## src/rtl/trim_pkg.sv

```systemverilog
// Shared types for the oscillator trim search controller.
// Assumes nothing beyond a synthesizable SystemVerilog flow.
package trim_pkg;

    // Line phase the controller is waiting for.
    typedef enum logic [1:0] {
        ST_IDLE      = 2'd0,
        ST_WAIT_FALL = 2'd1,
        ST_WAIT_RISE = 2'd2
    } trim_state_e;

endpackage

```

## src/rtl/trim_cycle_counter.sv

```systemverilog
// Low-period cycle counter: a CNT_W-bit counter plus a sticky overflow bit
// forming a CNT_W+1 bit count that holds at all ones.
// Assumes clr_i is a one-cycle pulse on the accepted fall strobe; the count
// seen in the cycle of a later rise strobe equals the strobe distance.
module trim_cycle_counter #(
    parameter int CNT_W = 8
) (
    input  logic             clk,
    input  logic             rst_n,
    input  logic             clr_i,
    output logic [CNT_W:0]   meas_o
);
    logic [CNT_W-1:0] cnt_q;
    logic             ovf_q;

    // Restart at one on a fall, otherwise count up until saturated.
    always_ff @(posedge clk) begin
        if (!rst_n) begin
            cnt_q <= '0;
            ovf_q <= 1'b0;
        end else if (clr_i) begin
            cnt_q <= CNT_W'(1);
            ovf_q <= 1'b0;
        end else if (!(ovf_q && (&cnt_q))) begin
            {ovf_q, cnt_q} <= {ovf_q, cnt_q} + 1'b1;
        end
    end

    assign meas_o = {ovf_q, cnt_q};
endmodule

```

## src/rtl/trim_err_calc.sv

```systemverilog
// Count comparator: signed error, absolute error and the too-high /
// too-low decisions against target and tolerance.
// Assumes unsigned inputs; exact_i forces a zero tolerance.
module trim_err_calc #(
    parameter int MEAS_W = 9
) (
    input  logic                     exact_i,
    input  logic [MEAS_W-1:0]        meas_i,
    input  logic [MEAS_W-1:0]        target_i,
    input  logic [MEAS_W-1:0]        tol_i,
    output logic signed [MEAS_W:0]   err_o,
    output logic [MEAS_W-1:0]        abs_o,
    output logic                     too_high_o,
    output logic                     too_low_o
);
    logic [MEAS_W:0] m_e, t_e, tol_e;

    // Widen by one bit so sums and differences cannot wrap.
    always_comb begin
        m_e   = {1'b0, meas_i};
        t_e   = {1'b0, target_i};
        tol_e = exact_i ? '0 : {1'b0, tol_i};
        err_o      = signed'(m_e - t_e);
        abs_o      = (meas_i >= target_i) ? (meas_i - target_i) : (target_i - meas_i);
        too_high_o = m_e > (t_e + tol_e);
        too_low_o  = (m_e + tol_e) < t_e;
    end
endmodule

```

## src/rtl/trim_best_track.sv

```systemverilog
// Keeps the trim code with the smallest absolute error seen so far and
// offers the winner between that record and the current candidate.
// Assumes load_i and upd_i are never high together; ties keep the record.
module trim_best_track #(
    parameter int TRIM_W = 8,
    parameter int MEAS_W = 9
) (
    input  logic                     clk,
    input  logic                     rst_n,
    input  logic                     load_i,
    input  logic                     upd_i,
    input  logic [TRIM_W-1:0]        trim_i,
    input  logic signed [MEAS_W:0]   err_i,
    input  logic [MEAS_W-1:0]        abs_i,
    output logic [TRIM_W-1:0]        win_trim_o,
    output logic signed [MEAS_W:0]   win_err_o
);
    logic [TRIM_W-1:0]      best_trim_q;
    logic signed [MEAS_W:0] best_err_q;
    logic [MEAS_W-1:0]      best_abs_q;
    logic                   better;

    // Strictly smaller error replaces the record.
    always_comb begin
        better     = abs_i < best_abs_q;
        win_trim_o = better ? trim_i : best_trim_q;
        win_err_o  = better ? err_i  : best_err_q;
    end

    // Record update on a seed or on a better candidate.
    always_ff @(posedge clk) begin
        if (!rst_n) begin
            best_trim_q <= '0;
            best_err_q  <= '0;
            best_abs_q  <= '1;
        end else if (load_i || (upd_i && better)) begin
            best_trim_q <= trim_i;
            best_err_q  <= err_i;
            best_abs_q  <= abs_i;
        end
    end
endmodule

```

## src/rtl/osc_trim_search.sv

```systemverilog
// Oscillator trim search controller. It times each low period of the line,
// steps the trim with a halving binary search at each rising edge, and can
// finish with a two-step neighbour probe that keeps the best of three codes.
// Assumes target, tolerance and mode inputs are held stable during a run and
// that fall/rise strobes are single-cycle and already qualified.
module osc_trim_search
    import trim_pkg::*;
#(
    parameter int TRIM_W         = 8,
    parameter int CNT_W          = 8,
    parameter int INIT_STEP_LOG2 = TRIM_W - 2
) (
    input  logic                    clk,
    input  logic                    rst_n,
    input  logic                    start_i,
    input  logic                    rep_mode_i,
    input  logic                    retry_i,
    input  logic                    nbr_en_i,
    input  logic                    fall_i,
    input  logic                    rise_i,
    input  logic [CNT_W:0]          target_i,
    input  logic [CNT_W:0]          tol_i,
    input  logic [TRIM_W-1:0]       default_trim_i,
    output logic [TRIM_W-1:0]       trim_o,
    output logic                    busy_o,
    output logic                    done_o,
    output logic signed [CNT_W+1:0] done_err_o
);
    localparam int MEAS_W = CNT_W + 1;
    localparam logic [TRIM_W-1:0] TRIM_MID  = TRIM_W'(1) << (TRIM_W - 1);
    localparam logic [TRIM_W-1:0] STEP_INIT = TRIM_W'(1) << INIT_STEP_LOG2;

    trim_state_e            state_q;
    logic [TRIM_W-1:0]      trim_q, step_q, step_half;
    logic                   dir_up_q, nbr_q, nidx_q, done_q;
    logic signed [MEAS_W:0] err_q;

    logic [MEAS_W-1:0]      meas;
    logic signed [MEAS_W:0] err;
    logic [MEAS_W-1:0]      err_abs;
    logic                   too_high, too_low;
    logic                   fall_ok, rise_ok, bin_hit, bin_last;
    logic                   best_load, best_upd;
    logic [TRIM_W-1:0]      win_trim;
    logic signed [MEAS_W:0] win_err;

    // Move a trim code by a step, clamping at both range ends.
    function automatic logic [TRIM_W-1:0] sat_move(
        input logic [TRIM_W-1:0] t,
        input logic [TRIM_W-1:0] s,
        input logic              up
    );
        logic [TRIM_W:0] sum;
        sum = {1'b0, t} + {1'b0, s};
        if (up) return sum[TRIM_W] ? {TRIM_W{1'b1}} : sum[TRIM_W-1:0];
        return (s > t) ? '0 : (t - s);
    endfunction

    // Edge acceptance and per-iteration decisions.
    always_comb begin
        fall_ok   = fall_i && (state_q == ST_WAIT_FALL) && !start_i;
        rise_ok   = rise_i && (state_q == ST_WAIT_RISE) && !start_i;
        step_half = step_q >> 1;
        bin_hit   = !too_high && !too_low;
        bin_last  = (step_half == '0);
        best_load = rise_ok && !nbr_q && !bin_hit && bin_last && nbr_en_i;
        best_upd  = rise_ok && nbr_q;
    end

    trim_cycle_counter #(.CNT_W(CNT_W)) u_cnt (
        .clk    (clk),
        .rst_n  (rst_n),
        .clr_i  (fall_ok),
        .meas_o (meas)
    );

    trim_err_calc #(.MEAS_W(MEAS_W)) u_err (
        .exact_i    (nbr_en_i),
        .meas_i     (meas),
        .target_i   (target_i),
        .tol_i      (tol_i),
        .err_o      (err),
        .abs_o      (err_abs),
        .too_high_o (too_high),
        .too_low_o  (too_low)
    );

    trim_best_track #(.TRIM_W(TRIM_W), .MEAS_W(MEAS_W)) u_best (
        .clk        (clk),
        .rst_n      (rst_n),
        .load_i     (best_load),
        .upd_i      (best_upd),
        .trim_i     (trim_q),
        .err_i      (err),
        .abs_i      (err_abs),
        .win_trim_o (win_trim),
        .win_err_o  (win_err)
    );

    // Search sequencer: start, binary iterations, neighbour probes, finish.
    always_ff @(posedge clk) begin
        if (!rst_n) begin
            state_q  <= ST_IDLE;
            trim_q   <= TRIM_MID;
            step_q   <= '0;
            dir_up_q <= 1'b0;
            nbr_q    <= 1'b0;
            nidx_q   <= 1'b0;
            done_q   <= 1'b0;
            err_q    <= '0;
        end else begin
            done_q <= 1'b0;
            if (start_i) begin
                state_q <= ST_WAIT_FALL;
                if (!(rep_mode_i && retry_i)) trim_q <= default_trim_i;
                step_q  <= STEP_INIT;
                nbr_q   <= 1'b0;
                nidx_q  <= 1'b0;
            end else if (rise_ok) begin
                if (!nbr_q) begin
                    if (bin_hit) begin
                        state_q <= ST_IDLE;
                        done_q  <= 1'b1;
                        err_q   <= err;
                    end else begin
                        trim_q   <= sat_move(trim_q, step_q, too_low);
                        dir_up_q <= too_low;
                        step_q   <= step_half;
                        if (bin_last && !nbr_en_i) begin
                            state_q <= ST_IDLE;
                            done_q  <= 1'b1;
                            err_q   <= err;
                        end else begin
                            state_q <= ST_WAIT_FALL;
                            if (bin_last) begin
                                nbr_q  <= 1'b1;
                                nidx_q <= 1'b0;
                            end
                        end
                    end
                end else if (!nidx_q) begin
                    trim_q  <= sat_move(trim_q, TRIM_W'(1), dir_up_q);
                    nidx_q  <= 1'b1;
                    state_q <= ST_WAIT_FALL;
                end else begin
                    trim_q  <= win_trim;
                    err_q   <= win_err;
                    done_q  <= 1'b1;
                    state_q <= ST_IDLE;
                end
            end else if (fall_ok) begin
                state_q <= ST_WAIT_RISE;
            end
        end
    end

    assign trim_o     = trim_q;
    assign busy_o     = (state_q != ST_IDLE);
    assign done_o     = done_q;
    assign done_err_o = err_q;
endmodule

```

## config.mk

```make
export PLATFORM = sky130hd
export DESIGN_NAME = osc_trim_search
export DESIGN_NICKNAME = d
export VERILOG_FILES = /design/src/rtl/trim_pkg.sv /design/src/rtl/trim_cycle_counter.sv /design/src/rtl/trim_err_calc.sv /design/src/rtl/trim_best_track.sv /design/src/rtl/osc_trim_search.sv
export SDC_FILE = /design/constraint.sdc
export NUM_CORES = 1
export LEC_CHECK = 0
export ABC_CLOCK_PERIOD_IN_PS = 6200
export BUFFER_PORTS_ARGS = -buffer_cell sky130_fd_sc_hd__buf_2
export CAP_MARGIN = 25
export CORE_AREA = 2 2 117 119
export DETAILED_ROUTE_END_ITERATION = 7
export DIE_AREA = 0 0 119 121
export GPL_TIMING_DRIVEN = 0
export PLACE_DENSITY_LB_ADDON = 0.1
export SLEW_MARGIN = 10
export SYNTH_ARGS = -nofsm -noshare
export SYNTH_HDL_FRONTEND = slang
export SYNTH_SLANG_ARGS = --single-unit
```

## constraint.sdc

```tcl
create_clock -name clk -period 6.2 [get_ports clk]
set_clock_uncertainty 0.05 [all_clocks]
set_input_delay 1.24 -clock clk [delete_from_list [all_inputs] [get_ports clk]]
set_output_delay 1.24 -clock clk [all_outputs]
set_load 0.02 [all_outputs]
```

==> results.json <==
{
  "status": "complete, no violations",
  "crit_type": "in -> reg",
  "syn-instance-count": 829,
  "postRouteAntennaNets": 0,
  "grt_use_met3": 0.0461,
  "synthesis.area_um2": 6490,
  "syn-num-nets": 941,
  "met2_usage": 0.429,
  "ff2ff_path_depth": 18,
  "die_height_um": 121,
  "ctsHoldBuffers": 0,
  "grt_usage": 0.263,
  "maxCapViolCount": 0,
  "final_nets": 1002,
  "start_util": 0.496,
  "crit_required_ns": 6.39,
  "dp_slack_ns": -0.262,
  "final_area_um2": 7290,
  "finalHoldViolations": 0,
  "drc": 0,
  "drt_iter0_markers": 497,
  "placed_cell_area_um2": 6960,
  "routed_wl_mm": 18.5,
  "post-route-util": 0.557,
  "fin_crit_sh": 0.952,
  "leakage_nw": 3.08,
  "layout_commonest_cell": "ha_1",
  "cts_tree": "built",
  "grt_pass1_vias": 6097,
  "synth_edf_count": 0,
  "clock_sinks": 67,
  "postLayoutSetupSlackWorst_ns": 0.295,
  "synth.avg_cell_area_um2": 7.83,
  "regToRegStartpoint": "u_cnt.cnt_q[0]",
  "areaGrowthSynthToFinish_pct": 12.2,
  "min_period_ns": 5.90,
  "dr.pass1.iters": 5,
  "cts_root_buf": "clkbuf_16",
  "routabilityCongestion": 0.868,
  "relSlewSlack": 0.470,
  "hp-class": "reg -> reg",
  "ys_types": 72,
  "min_path_cells": 2,
  "grt_max_degree": 12,
  "seq_area_frac_synth": 0.207,
  "setup-tns-final_ns": 0,
  "synthArstFlopShare": 0,
  "ir_drop_v": 0.000126,
  "clkTransAtPathRegs_ns": 0.06,
  "layout.cells.non_filler": 1069,
  "gr-total-overflow": 0,
  "ys_warn_count": 0,
  "ys.flop_type": "dfxtp_1",
  "routedWlPerCell_um": 17.3,
  "clock.fmax_mhz": 169,
  "cts_made_buffers": 9,
  "crit_start": "target_i[2]",
  "fillers": 1297,
  "drive_gt1_frac": 0.108,
  "setup_viol": 0,
  "place_inst": 1054,
  "crit_arrival_ns": 6.09,
  "fp-row-count": 42,
  "antenna_found_initial": 0,
  "n_antenna_cell": 0,
  "post_drt_via_cell_ratio": 5.86,
  "post-dp-hpwl_mm": 14.7,
  "portBuffers": 49,
  "synth-seq-cells": 67,
  "pin_count": 54,
  "clock_latency_ns": 0.35,
  "cp-end-kind": "register",
  "maxSlewViolCount": 0,
  "grt_use_met1": 0.358,
  "cp_max_fo": 9,
  "coreArea_um2": 13100,
  "vias": 6260,
  "final_cell_mix": "74 x ha_1, 72 x nor2_1, 71 x nand2_1",
  "cts_buffer_depth": 2,
  "die_x_um": 119,
  "htree_levels": 3,
  "crit_path_start_kind": "input port",
  "power_density_nw_per_um2": 187,
  "min-delay-start": "u_best.best_trim_q[3]",
  "worstMarginPinSlew_ns": 0.792,
  "die_area_um2": 14400,
  "grt_pass1_wl_mm": 30.1,
  "top_usage_layer": "met2"
}
-- power by group --
part / leakage (nW) / switching, mW / internal [mW] / total, mW
Combinational: 2.40 / 0.236 / 0.159 / 0.394
Clock: 0.141 / 0.194 / 0.316 / 0.510
Sequential: 0.543 / 0.0162 / 0.439 / 0.455
Total: 3.08 / 0.446 / 0.914 / 1.36
-- worst max-delay path, cell delays in order --
cell       delay (ns)
buf_2            0.11
clkbuf_1         0.26
inv_1            0.16
ha_1             0.30
clkbuf_1         0.29
a21o_1           0.18
a21oi_1          0.13
o221a_2          0.30
a21oi_4          0.32
mux2_2           0.40
ha_1             0.27
a2111oi_0        0.50
nor4b_1          0.12
o21ai_1          0.27
and2_1           0.21
a31oi_1          0.29
and2_1           0.27
buf_2            0.16
o221a_2          0.28
-- cells in the mapped netlist (6+ instances only) --
master      n  area share
nand2_1    71       0.041
a211oi_1   25       0.029
o21ai_0    39       0.030
nor2b_1    19       0.018
nand2b_1   11       0.011
a31oi_1    18       0.017
ha_1       74        0.14
inv_1      59       0.034
a2111oi_0   9       0.012
o21a_1     13       0.015
nand4_1    11       0.011
a21oi_1    56       0.043
a311oi_1    6      0.0081
nor3_1     12      0.0092
nor2_1     72       0.042
nand3_1    15       0.012
a21o_1     10       0.012
xnor2_1    35       0.047
clkbuf_1   34       0.020
dfxtp_1    67        0.21
o22ai_1     6      0.0058
xor2_1     10       0.013
o21bai_1    7      0.0081
mux2i_1    41       0.063
-- kinds of logic after synthesis --
logic type                 share of synthesized area
AOI/OAI and AO/OA                              0.253
xor gates and xnor gates                      0.0607
adders and majority gates                      0.158
buffers and inverters                         0.0636
DFF                                            0.207
muxes                                         0.0719
and+or+nand+nor                                0.186
-- sequential cells by signal, indices dropped and copies added (netlist names), 2 cells and up --
register and cells:
u_best.best_trim_q 8, trim_o 8, step_q 7, state_q 2
u_best.best_err_q 10, done_err_o 10, u_cnt.cnt_q 8, u_best.best_abs_q 9
-- timing repair --
action / 4_1_cts / 5_1_grt
setup buffers: 0 / 1
endpoints found under the setup margin: 0 / 52
resized for setup: 0 / 9
-- layer usage --
| metal | wire length [um] | part of all wire |
|---|---|---|
| met5 | 0 | 0 |
| met4 | 329 | 0.018 |
| met3 | 962 | 0.052 |
| met2 | 8300 | 0.45 |
| met1 | 8870 | 0.48 |
-- final timing paths --
check,endpoint,slack (ns)
max,trim_o[2],0.30
min reg2reg,u_best.best_trim_q[3],0.41
min,u_best.best_trim_q[3],0.41
max reg2reg,trim_o[2],1.23
-- per-stage QoR --
| step | power (mW) | hold slack [ns] |
|---|---|---|
| 2_1_floorplan | 0.744 | 0.381 |
| 3_3_place_gp | 0.836 | 0.392 |
| 3_5_place_dp | 0.847 | 0.398 |
| 4_1_cts | 1.36 | 0.405 |
| 5_1_grt | 1.43 | 0.437 |
| 6_report | 1.36 | 0.408 |
-- cell type report --
class / instances / area (um^2) / area share
sequential: 67 / 1340 / 0.184
clock buffer: 11 / 243 / 0.0333
inverter: 60 / 225 / 0.0309
tap: 176 / 220 / 0.0302
multi-input combinational: 660 / 4780 / 0.655
timing repair buffer: 50 / 253 / 0.0347
clock inverter: 3 / 40.0 / 0.00549
buffer: 42 / 189 / 0.0259
Power figures use the tool's default switching activity.
